## src/rtl/rfsh_pkg.sv

```systemverilog
package rfsh_pkg;

    typedef enum logic [2:0] {
        ST_IDLE   = 3'd0,
        ST_CAS    = 3'd1,
        ST_RAS    = 3'd2,
        ST_GAP    = 3'd3,
        ST_SRCAS  = 3'd4,
        ST_SRHOLD = 3'd5
    } rfsh_state_e;

endpackage

```

## src/rtl/rfsh_timer.sv

```systemverilog
module rfsh_timer #(
    parameter int BASE   = 16,
    parameter int RATE_W = 2,
    parameter int TMR_W  = 8
) (
    input  logic              clk,
    input  logic              rst_n,
    input  logic              run,
    input  logic [RATE_W-1:0] rate_sel,
    output logic              tick
);

    logic [TMR_W-1:0] tmr_d, tmr_q;
    logic [TMR_W-1:0] reload;

    always_comb begin
        reload = (TMR_W'(BASE) << rate_sel) - TMR_W'(1);
        tick   = run && (tmr_q == '0);
        if (!run || tmr_q == '0) tmr_d = reload;
        else                     tmr_d = tmr_q - TMR_W'(1);
    end

    always_ff @(posedge clk or negedge rst_n) begin
        if (!rst_n) tmr_q <= TMR_W'(BASE - 1);
        else        tmr_q <= tmr_d;
    end

endmodule

```

## src/rtl/rfsh_queue.sv

```systemverilog
module rfsh_queue #(
    parameter int DEPTH = 4,
    parameter int CNT_W = 3
) (
    input  logic clk,
    input  logic rst_n,
    input  logic push,
    input  logic pop,
    input  logic clr,
    output logic nonempty,
    output logic full
);

    logic [CNT_W-1:0] cnt_d, cnt_q;
    logic [CNT_W:0]   sum;

    always_comb begin
        sum = {1'b0, cnt_q} + {{CNT_W{1'b0}}, push} - {{CNT_W{1'b0}}, pop};
        if (clr)                          cnt_d = '0;
        else if (sum > (CNT_W+1)'(DEPTH)) cnt_d = CNT_W'(DEPTH);
        else                              cnt_d = sum[CNT_W-1:0];
    end

    assign nonempty = (cnt_q != '0);
    assign full     = (cnt_q == CNT_W'(DEPTH));

    always_ff @(posedge clk or negedge rst_n) begin
        if (!rst_n) cnt_q <= '0;
        else        cnt_q <= cnt_d;
    end

endmodule

```

## src/rtl/rfsh_popmask.sv

```systemverilog
module rfsh_popmask #(
    parameter int ROWS  = 4,
    parameter int BND_W = 8
) (
    input  logic [ROWS*BND_W-1:0] row_bnd,
    output logic [ROWS-1:0]       pop_mask
);

    for (genvar i = 0; i < ROWS; i++) begin : g_row
        if (i == 0) begin : g_first
            assign pop_mask[i] = (row_bnd[BND_W-1:0] != '0);
        end else begin : g_rest
            assign pop_mask[i] = (row_bnd[BND_W*i +: BND_W] != row_bnd[BND_W*(i-1) +: BND_W]);
        end
    end

endmodule

```

## src/rtl/rfsh_sched.sv

```systemverilog
module rfsh_sched
    import rfsh_pkg::*;
#(
    parameter int ROWS    = 4,
    parameter int BND_W   = 8,
    parameter int RATE_W  = 2,
    parameter int BASE    = 16,
    parameter int DEPTH   = 4,
    parameter int RAS_CYC = 3,
    parameter int PRE_CYC = 1
) (
    input  logic                  clk,
    input  logic                  rst_n,
    input  logic                  rfsh_en,
    input  logic [RATE_W-1:0]     rate_sel,
    input  logic [ROWS*BND_W-1:0] row_bnd,
    input  logic                  other_pend,
    input  logic                  seq_busy,
    input  logic                  sr_req,
    output logic                  ref_own,
    output logic                  ref_done,
    output logic                  ref_urgent,
    output logic                  sr_active,
    output logic [ROWS-1:0]       ras_en,
    output logic [ROWS-1:0]       cas_en
);

    localparam int ROW_W = (ROWS > 1) ? $clog2(ROWS) : 1;
    localparam int MAXC  = (RAS_CYC > PRE_CYC) ? RAS_CYC : PRE_CYC;
    localparam int CYC_W = (MAXC > 1) ? $clog2(MAXC + 1) : 1;
    localparam int TMR_W = $clog2(BASE) + (1 << RATE_W);
    localparam int CNT_W = $clog2(DEPTH + 1);

    typedef struct packed {
        rfsh_state_e      st;
        logic [ROW_W-1:0] ptr;
        logic [CYC_W-1:0] cyc;
        logic             done;
    } ctl_t;

    ctl_t ctl_d, ctl_q;

    logic            tick, q_pop, q_clr, q_nonempty, q_full, tmr_run;
    logic [ROWS-1:0] pop_mask;
    logic [ROWS-1:0] row_sel;
    logic [ROW_W:0]  hit;
    logic            in_sr, start_ref;

    // lowest populated row at or above 'from'; MSB flags a hit
    function automatic logic [ROW_W:0] find_row(input logic [ROWS-1:0] m, input int from);
        logic [ROW_W:0] r;
        r = '0;
        for (int i = ROWS - 1; i >= 0; i--) begin
            if (i >= from && m[i]) r = {1'b1, ROW_W'(i)};
        end
        return r;
    endfunction

    rfsh_popmask #(.ROWS(ROWS), .BND_W(BND_W)) u_mask (
        .row_bnd (row_bnd),
        .pop_mask(pop_mask)
    );

    rfsh_timer #(.BASE(BASE), .RATE_W(RATE_W), .TMR_W(TMR_W)) u_tmr (
        .clk     (clk),
        .rst_n   (rst_n),
        .run     (tmr_run),
        .rate_sel(rate_sel),
        .tick    (tick)
    );

    rfsh_queue #(.DEPTH(DEPTH), .CNT_W(CNT_W)) u_q (
        .clk     (clk),
        .rst_n   (rst_n),
        .push    (tick),
        .pop     (q_pop),
        .clr     (q_clr),
        .nonempty(q_nonempty),
        .full    (q_full)
    );

    assign in_sr     = (ctl_q.st == ST_SRCAS) || (ctl_q.st == ST_SRHOLD);
    assign tmr_run   = rfsh_en && !in_sr;
    assign start_ref = q_nonempty && !seq_busy && (!other_pend || q_full || sr_req);

    always_comb begin
        ctl_d      = ctl_q;
        ctl_d.done = 1'b0;
        q_pop      = 1'b0;
        q_clr      = 1'b0;
        hit        = '0;
        unique case (ctl_q.st)
            ST_IDLE: begin
                if (start_ref) begin
                    hit = find_row(pop_mask, 0);
                    if (hit[ROW_W]) begin
                        ctl_d.st  = ST_CAS;
                        ctl_d.ptr = hit[ROW_W-1:0];
                    end else begin
                        ctl_d.st  = ST_GAP;
                        ctl_d.ptr = ROW_W'(ROWS - 1);
                        ctl_d.cyc = CYC_W'(PRE_CYC - 1);
                    end
                end else if (sr_req && !q_nonempty && !seq_busy) begin
                    ctl_d.st = ST_SRCAS;
                end
            end
            ST_CAS: begin
                ctl_d.st  = ST_RAS;
                ctl_d.cyc = CYC_W'(RAS_CYC - 1);
            end
            ST_RAS: begin
                if (ctl_q.cyc == '0) begin
                    ctl_d.st  = ST_GAP;
                    ctl_d.cyc = CYC_W'(PRE_CYC - 1);
                end else begin
                    ctl_d.cyc = ctl_q.cyc - CYC_W'(1);
                end
            end
            ST_GAP: begin
                if (ctl_q.cyc == '0) begin
                    hit = find_row(pop_mask, int'(ctl_q.ptr) + 1);
                    if (hit[ROW_W]) begin
                        ctl_d.st  = ST_CAS;
                        ctl_d.ptr = hit[ROW_W-1:0];
                    end else begin
                        ctl_d.st   = ST_IDLE;
                        ctl_d.done = 1'b1;
                        q_pop      = 1'b1;
                    end
                end else begin
                    ctl_d.cyc = ctl_q.cyc - CYC_W'(1);
                end
            end
            ST_SRCAS: begin
                if (!sr_req) begin
                    ctl_d.st = ST_IDLE;
                    q_clr    = 1'b1;
                end else begin
                    ctl_d.st = ST_SRHOLD;
                end
            end
            ST_SRHOLD: begin
                if (!sr_req) begin
                    ctl_d.st = ST_IDLE;
                    q_clr    = 1'b1;
                end
            end
            default: ctl_d.st = ST_IDLE;
        endcase
    end

    always_ff @(posedge clk or negedge rst_n) begin
        if (!rst_n) begin
            ctl_q.st   <= ST_IDLE;
            ctl_q.ptr  <= '0;
            ctl_q.cyc  <= '0;
            ctl_q.done <= 1'b0;
        end else begin
            ctl_q <= ctl_d;
        end
    end

    assign row_sel = ROWS'(1) << ctl_q.ptr;

    always_comb begin
        cas_en = '0;
        ras_en = '0;
        case (ctl_q.st)
            ST_CAS:    cas_en = row_sel;
            ST_RAS:    begin cas_en = row_sel;  ras_en = row_sel;  end
            ST_SRCAS:  cas_en = pop_mask;
            ST_SRHOLD: begin cas_en = pop_mask; ras_en = pop_mask; end
            default:   ;
        endcase
    end

    assign ref_own    = (ctl_q.st == ST_CAS) || (ctl_q.st == ST_RAS) || (ctl_q.st == ST_GAP);
    assign ref_done   = ctl_q.done;
    assign ref_urgent = q_full;
    assign sr_active  = in_sr;

endmodule

```

## config.mk

```make
export PLATFORM = sky130hd
export DESIGN_NAME = rfsh_sched
export DESIGN_NICKNAME = d
export VERILOG_FILES = /design/src/rtl/rfsh_pkg.sv /design/src/rtl/rfsh_timer.sv /design/src/rtl/rfsh_queue.sv /design/src/rtl/rfsh_popmask.sv /design/src/rtl/rfsh_sched.sv
export SDC_FILE = /design/constraint.sdc
export NUM_CORES = 1
export LEC_CHECK = 0
export ABC_AREA = 1
export BUFFER_PORTS_ARGS = -buffer_cell sky130_fd_sc_hd__buf_2
export CORE_ASPECT_RATIO = 1.4
export CORE_MARGIN = 2
export CORE_UTILIZATION = 48
export DETAILED_ROUTE_END_ITERATION = 6
export PLACE_DENSITY = 0.77
export SYNTH_ARGS = -nofsm -noshare
export SYNTH_HDL_FRONTEND = slang
export SYNTH_HIERARCHICAL = 1
export SYNTH_SLANG_ARGS = --single-unit
export TNS_END_PERCENT = 30
```

## constraint.sdc

```tcl
create_clock -name clk -period 2.3 [get_ports clk]
set_input_delay 0.115 -clock clk [delete_from_list [all_inputs] [get_ports clk]]
set_output_delay 0.115 -clock clk [all_outputs]
set_load 0.05 [all_outputs]
```

After elaboration in Yosys (flattened, before gate mapping)
Index checks and enable logic that the tools add are counted.

Equality and inequality tests: 17. $add $sub $neg: 6. Reduce and logical (&&, ||, !) cells: 33. $lt $le $gt $ge: 5. Mux-type cells: 38. Shift-type cells: 2.

Operator list (count): 3-bit two-way mux (19); 8-bit inequality test (3); 3-bit one-hot mux with 6 select lines (1); 4-bit one-hot mux with 2 select lines (2); 2-bit inequality test (second input constant) (7); 4-bit AND reduction (3); 1-bit logical AND (10); 3-bit equality test (second input constant) (3); 8-bit zero test (1); 2-bit two-way mux (4); 4-bit two-way mux (2); 8-bit two-way mux (1); 2-bit one-hot mux with 4 select lines (1); 8-bit nonzero test (1); 5-bit by 2-bit << shifter with 8-bit output (first input constant) (1); 8-bit by 1-bit subtractor with 8-bit output (second input constant) (1); 8-bit by 2-bit subtractor with 8-bit output (second input constant) (1); 3-bit by 2-bit equality test with 1-bit output (second input constant) (2); 1-bit by 3-bit greater-or-equal comparator with 1-bit output (first input constant) (2); 2-bit by 3-bit greater-or-equal comparator with 1-bit output (first input constant) (2); 1-bit logical OR (6); 1-bit two-way mux (6); 1-bit zero test (5); 5-bit two-way mux (1); 15 further kinds (16).

Output and inout port bits: 12. Register bits after elaboration: 19. Logic and storage cells: 107. Bits of input ports: 40.

Longest topological paths before layout
Word-level depth: 16. Mapped depth: 18. Depth with buffers taken out: 18.

By module
The synthesis kept the hierarchy.

By module, submodules not included: rfsh_sched (area each 779.5 um^2, instances 1, cells each 127, sequential area each 200.2 um^2); rfsh_timer (area each 536.8 um^2, instances 1, cells each 70, sequential area each 205.2 um^2); rfsh_popmask (area each 372.9 um^2, instances 1, cells each 78, sequential area each 0.0 um^2); rfsh_queue (area each 275.3 um^2, instances 1, cells each 38, sequential area each 75.1 um^2).

Worst setup path after synthesis
No wires, ideal clock.

Kind: register -> register. Start point: register ctl_q[5] (netlist bit). End point: register u_q.cnt_q[0]. Setup time: 0.072 ns. Cell stages (with the launch flop): 13. Buffers on the path: 0. Setup slack: -0.283 ns. Period minus slack after synthesis: 2.583 ns. Arrival time: 2.511 ns. Required time: 2.228 ns. Cell sequence: dfrtp_1 nor2_2 nand2_1 nand2_1 nor2_1 inv_1 nor2_1 ha_1 fa_1 or2_1 nand2_1 nand3_1 nor2_1.

Longest elaborated chain between the ends: 10. Elaborated cells on any way between the ends: 15. Classes of those cells: add/sub: 2; order compare: 1; eq/ne: 3; mux: 4; reduce/logical: 5.

RTL lines: from (decl) (RTL line rfsh_sched.sv:41) `ctl_t ctl_d, ctl_q;`; from (signal assigned) (RTL line rfsh_sched.sv:160) `ctl_q <= ctl_d;`; 3-bit equality test (RTL line rfsh_sched.sv:82) `assign in_sr = (ctl_q.st == ST_SRCAS) || (ctl_q.st == ST_SRHOLD);`; 1-bit logical OR * (RTL line rfsh_sched.sv:82); net sr_active (RTL line rfsh_sched.sv:23) `output logic sr_active,`; 1-bit zero test * (RTL line rfsh_sched.sv:83) `assign tmr_run = rfsh_en && !in_sr;`; 1-bit logical AND * (RTL line rfsh_sched.sv:83); net tmr_run (RTL line rfsh_sched.sv:43) `logic tick, q_pop, q_clr, q_nonempty, q_full, tmr_run;`; 1-bit logical AND * (RTL line rfsh_timer.sv:18) `tick = run && (tmr_q == '0);`; net tick (RTL line rfsh_sched.sv:43); 3-bit by 1-bit adder with 4-bit output * (RTL line rfsh_queue.sv:18) `sum = {1'b0, cnt_q} + {{CNT_W{1'b0}}, push} - {{CNT_W{1'b0}}, pop};`; 4-bit by 1-bit subtractor with 4-bit output * (RTL line rfsh_queue.sv:18); 4-bit by 3-bit > comparator with 1-bit output (RTL line rfsh_queue.sv:20) `else if (sum > (CNT_W+1)'(DEPTH)) cnt_d = CNT_W'(DEPTH);`; 3-bit two-way mux * (RTL line rfsh_queue.sv:20); 3-bit two-way mux * (RTL line rfsh_queue.sv:19) `if (clr) cnt_d = '0;`; net u_q.cnt_d[0] (RTL line rfsh_queue.sv:14) `logic [CNT_W-1:0] cnt_d, cnt_q;`; to (signal assigned) (RTL line rfsh_queue.sv:29) `else cnt_q <= cnt_d;`; to (decl) (RTL line rfsh_queue.sv:14).

The timed path passes the listed nets; every way through them passes the cells marked *. A chain may end at the register's enable or synchronous reset.

==> results.tsv <==
stage	metric	value	unit
logic_synthesis	share of flip-flops with an asynchronous set or reset	100.0	%
final_layout	nets	442	
logic_synthesis	Most used DFF post-synth	dfrtp_1	
timing	final hold violations	0	
grt	vias in the first global route	2040	
logic_synthesis	cell with the most instances after synthesis	nand2_1	
timing	setup_tns	-0.007193	ns
drt	Vias	2115	
setup_path	crit-path cells	nor2_8 -> nand2_2 -> nor2_4 -> ha_4 -> inv_2 -> ha_4 -> fa_1 -> or2_1 -> nand2_1 -> nand3_2 -> nor2_2	
setup_path	Critical Path Max Stage Delay	0.51	ns
drt	M1 WL	1.859	mm
timing	Max Freq	433.6	MHz
drt	Wirelength per Cell	10.74	µm
placement	HPWL Detailed	3.835	mm
cts	H-tree lvl count	1	
grt	first-pass GRT wire length	7.762	mm
floorplan	core outline area	0.003919	mm²
setup_path	most frequent CP cell	ha_4	
logic_synthesis	synth unique cells	31	
drt	Antenna Violating Nets Remaining	0	
placement	PortBufs	51	
setup_path	Slowest cell on crit path	dfrtp_1	
flow_run	Max Cap Viol	0	
floorplan	die width	58.07	µm
pwr	Total Power	2.281	mW
run_status	status	complete, but fails checks	
drt	drt pass-1 iters	4	
drt	Routed WL	4.663	mm
floorplan	die height	79.69	µm
final_layout	fin cells	434	
timing	setup ws final	-0.006507	ns
pwr	power per cell area	874.7	mW/mm²
timing	post-layout min period	2.307	ns
setup_path	critical path data arrival time	2.50	ns
setup_path	Worst Setup SP	ctl_q[7]	
drt	DR iter-0 viols	58	
setup_path	Worst Setup Start Kind	register	
logic_synthesis	post-synthesis adder-cell area fraction	6.752	%
setup_path	Setup CP Type	reg -> reg	
final_layout	Finished Core Util	66.54	%
logic_synthesis	simple-gate area share of the yosys netlist	44.01	%
logic_synthesis	net count after synthesis	363	
cts	Reg clk slew, reported paths	0.08	ns
placement	Final GP Congestion	0.8793	
worst_hold_path	Hold Crit Class	in -> reg	
cts	Clock Path Buffers	2	
drt	highest routed layer	met4	
grt	global route overflow	0	
logic_synthesis	post-synthesis mux area share	0	%
logic_synthesis	Seq/Total Area, Yosys	24.46	%
timing	Final setup viols	2	
cts	Worst-Skew Late Latency	0.26	ns
grt	initial antenna violation count	0	
cts	clock root cell	clkbuf_8	
timing	worst-case headroom to the max-slew limit	71.68	%
timing	pin slew with the least headroom to its limit	0.4248	ns
setup_path	CP Capture Type	register	
floorplan	row count	27	
floorplan	Initial Util	50.13	%
grt	largest net degree at the start of global routing	20	
logic_synthesis	synthesized area	0.001964	mm²
setup_path	reg2reg setup slack	-0.007	ns
setup_path	CP Buf/Inv Count	1	
setup_path	Crit path max-delay family	simple AND/OR/NAND/NOR gates	
logic_synthesis	XOR/XNOR Fraction of Synth Area	7.580	%
timing	RSZ-0062 raised after global routing	true	
logic_synthesis	Seq cells post-synth	19	
pwr	P_leak	1.509	nW
pwr	peak supply drop	0.0006739	V
drt	DR DRC count	0	
cts	CTS buffer count	3	
logic_synthesis	Post-synth EDFFs	0	
cts	TritonCTS clock tree	built	
timing	Layout Skew	0.007917	ns
drt	met2 wire length	2.469	mm
timing	Period Utilization, post-route	100.3	%
worst_hold_path	worst hold start	rate_sel[1]	
placement	Setup Slack @ Placement	-0.2111	ns
final_layout	share of cells above drive strength 1	33.50	%
timing	Slew Limit Fails	0	
final_layout	filler instances	356	
logic_synthesis	main combinational cell family by area after synthesis	simple AND/OR/NAND/NOR gates	
final_layout	ant diodes	0	
drt	met3 wire length	266	µm
run_status	failing checks	setup timing	
floorplan	die area	0.004627	mm²
logic_synthesis	Yosys warning total	6	
logic_synthesis	post-synthesis compound-gate area fraction	5.414	%
cts	clock sink total	19	
setup_path	worst-path maximum fanout	5	
drt	DR vias/cell	4.873	
logic_synthesis	Synth area leaders	nand2_1 (22%), dfrtp_1 (19%), inv_1 (10%)	
logic_synthesis	leading area contributor after synthesis	nand2_1	
floorplan	I/O pin total	52	
placement	dpl cells	421	
grt	Total GRT Usage	20.93	%
setup_path	r2r startpoint	ctl_q[7]	
final_layout	Area growth syn-to-layout	32.74	%
setup_path	Critical Path RT	2.49	ns
logic_synthesis	Synth top area share	21.78	%
logic_synthesis	Post-synth top cells	nand2_1 (114), inv_1 (54), nand3_1 (24), nor2_1 (24)	
logic_synthesis	Mapped Avg Cell Area	6.276	µm²
logic_synthesis	Mapped Cells	313	
cell usage in the layout, fill, tap and decap left out, types with 2 or more instances in the layout:
| master | instances |
|---|---|
| nand2_1 | 108 |
| or2_2 | 2 |
| o21ai_1 | 2 |
| nor4_1 | 2 |
| ha_1 | 5 |
| nand4_1 | 3 |
| clkbuf_8 | 3 |
| nor2_8 | 2 |
| dfstp_2 | 4 |
| nor2_1 | 18 |
| inv_2 | 7 |
| buf_4 | 23 |
| nand3_1 | 22 |
| nand2_2 | 8 |
| nand2_4 | 3 |
| buf_2 | 51 |
| or2_1 | 2 |
| nor2_2 | 6 |
| nor3_1 | 2 |
| nand3_2 | 3 |
| o22ai_1 | 8 |
| ha_4 | 3 |
| dfrtp_2 | 4 |
| xor2_1 | 2 |
| xnor2_1 | 15 |
| nor2_4 | 7 |
| a21oi_1 | 3 |
| inv_1 | 51 |
| dfrtp_1 | 11 |
| o21ai_0 | 3 |
cell families (layout without fill, tap and decap cells):
kind of cell,Yosys count,after routing
DFF,19,19
and+or+nand+nor,189,189
buffers and inverters,60,138
adders and majority gates,10,10
xor gates and xnor gates,17,17
AOI/OAI and AO/OA,18,18
worst reg2reg max path: stages (launching register included):
cell,delay [ns]
dfrtp_1,0.51
nor2_8,0.16
nand2_2,0.08
nor2_4,0.14
ha_4,0.21
inv_2,0.06
ha_4,0.13
fa_1,0.43
or2_1,0.23
nand2_1,0.07
nand3_2,0.08
nor2_2,0.13
path summary, 6_finish.rpt:
kind                                  end  depth (start not counted)
max reg2reg                  u_q/cnt_q[1]                         11
max in group asynchronous        ctl_q[3]                          2
min in group asynchronous  u_tmr/tmr_q[4]                          2
max                          u_q/cnt_q[1]                         11
min                        u_tmr/tmr_q[5]                          3
min reg2reg                u_tmr/tmr_q[7]                          2
layer usage:
metal	track usage, %	vias to the layer above
li1	-	1109
met1	22.18	926
met2	42.05	74
met3	1.621	6
met4	6.279	0
met5	0	-
stage by stage:
step,hold slack (ns),area [µm²]
finish,0.08498,2608
global route,0.1317,2608
CTS,0.08707,2495
detailed placement,0.08002,2392
global placement,0.07483,2392
floorplan,-0.1806,1978
repair_timing:
action / CTS / global route
gates resized for setup: 5 / 22
setup endpoints to repair: 2 / 3
buffers inserted: 4 / 4
hold buffers: 1 / 0
pin swaps: 2 / 7
gates cloned: 0 / 0
hold endpoints to repair: 15 / 0
registers in the layout, summed over array words and instances (netlist names):
register and cells:
ref_done 1, ctl_q 7, u_q/cnt_q 3, u_tmr/tmr_q 8
report_power, final:
part           internal (mW)  switching, mW  total (mW)
sequential             0.428          0.101       0.529
combinational          0.533          0.978        1.51
clock                  0.122          0.119       0.242
final cells by class:
cell class,count,area (µm²),share of cell area (%)
Timing Repair Buffer,75,437.9,16.79
Sequential cell,19,485.5,18.62
Multi-Input combinational cell,234,1358,52.06
Inverter,59,224.0,8.589
Tap cell,43,53.80,2.063
Clock inverter,1,7.507,0.2879
Clock buffer,3,41.29,1.583
Note: power is estimated with default switching activity, not from simulation.
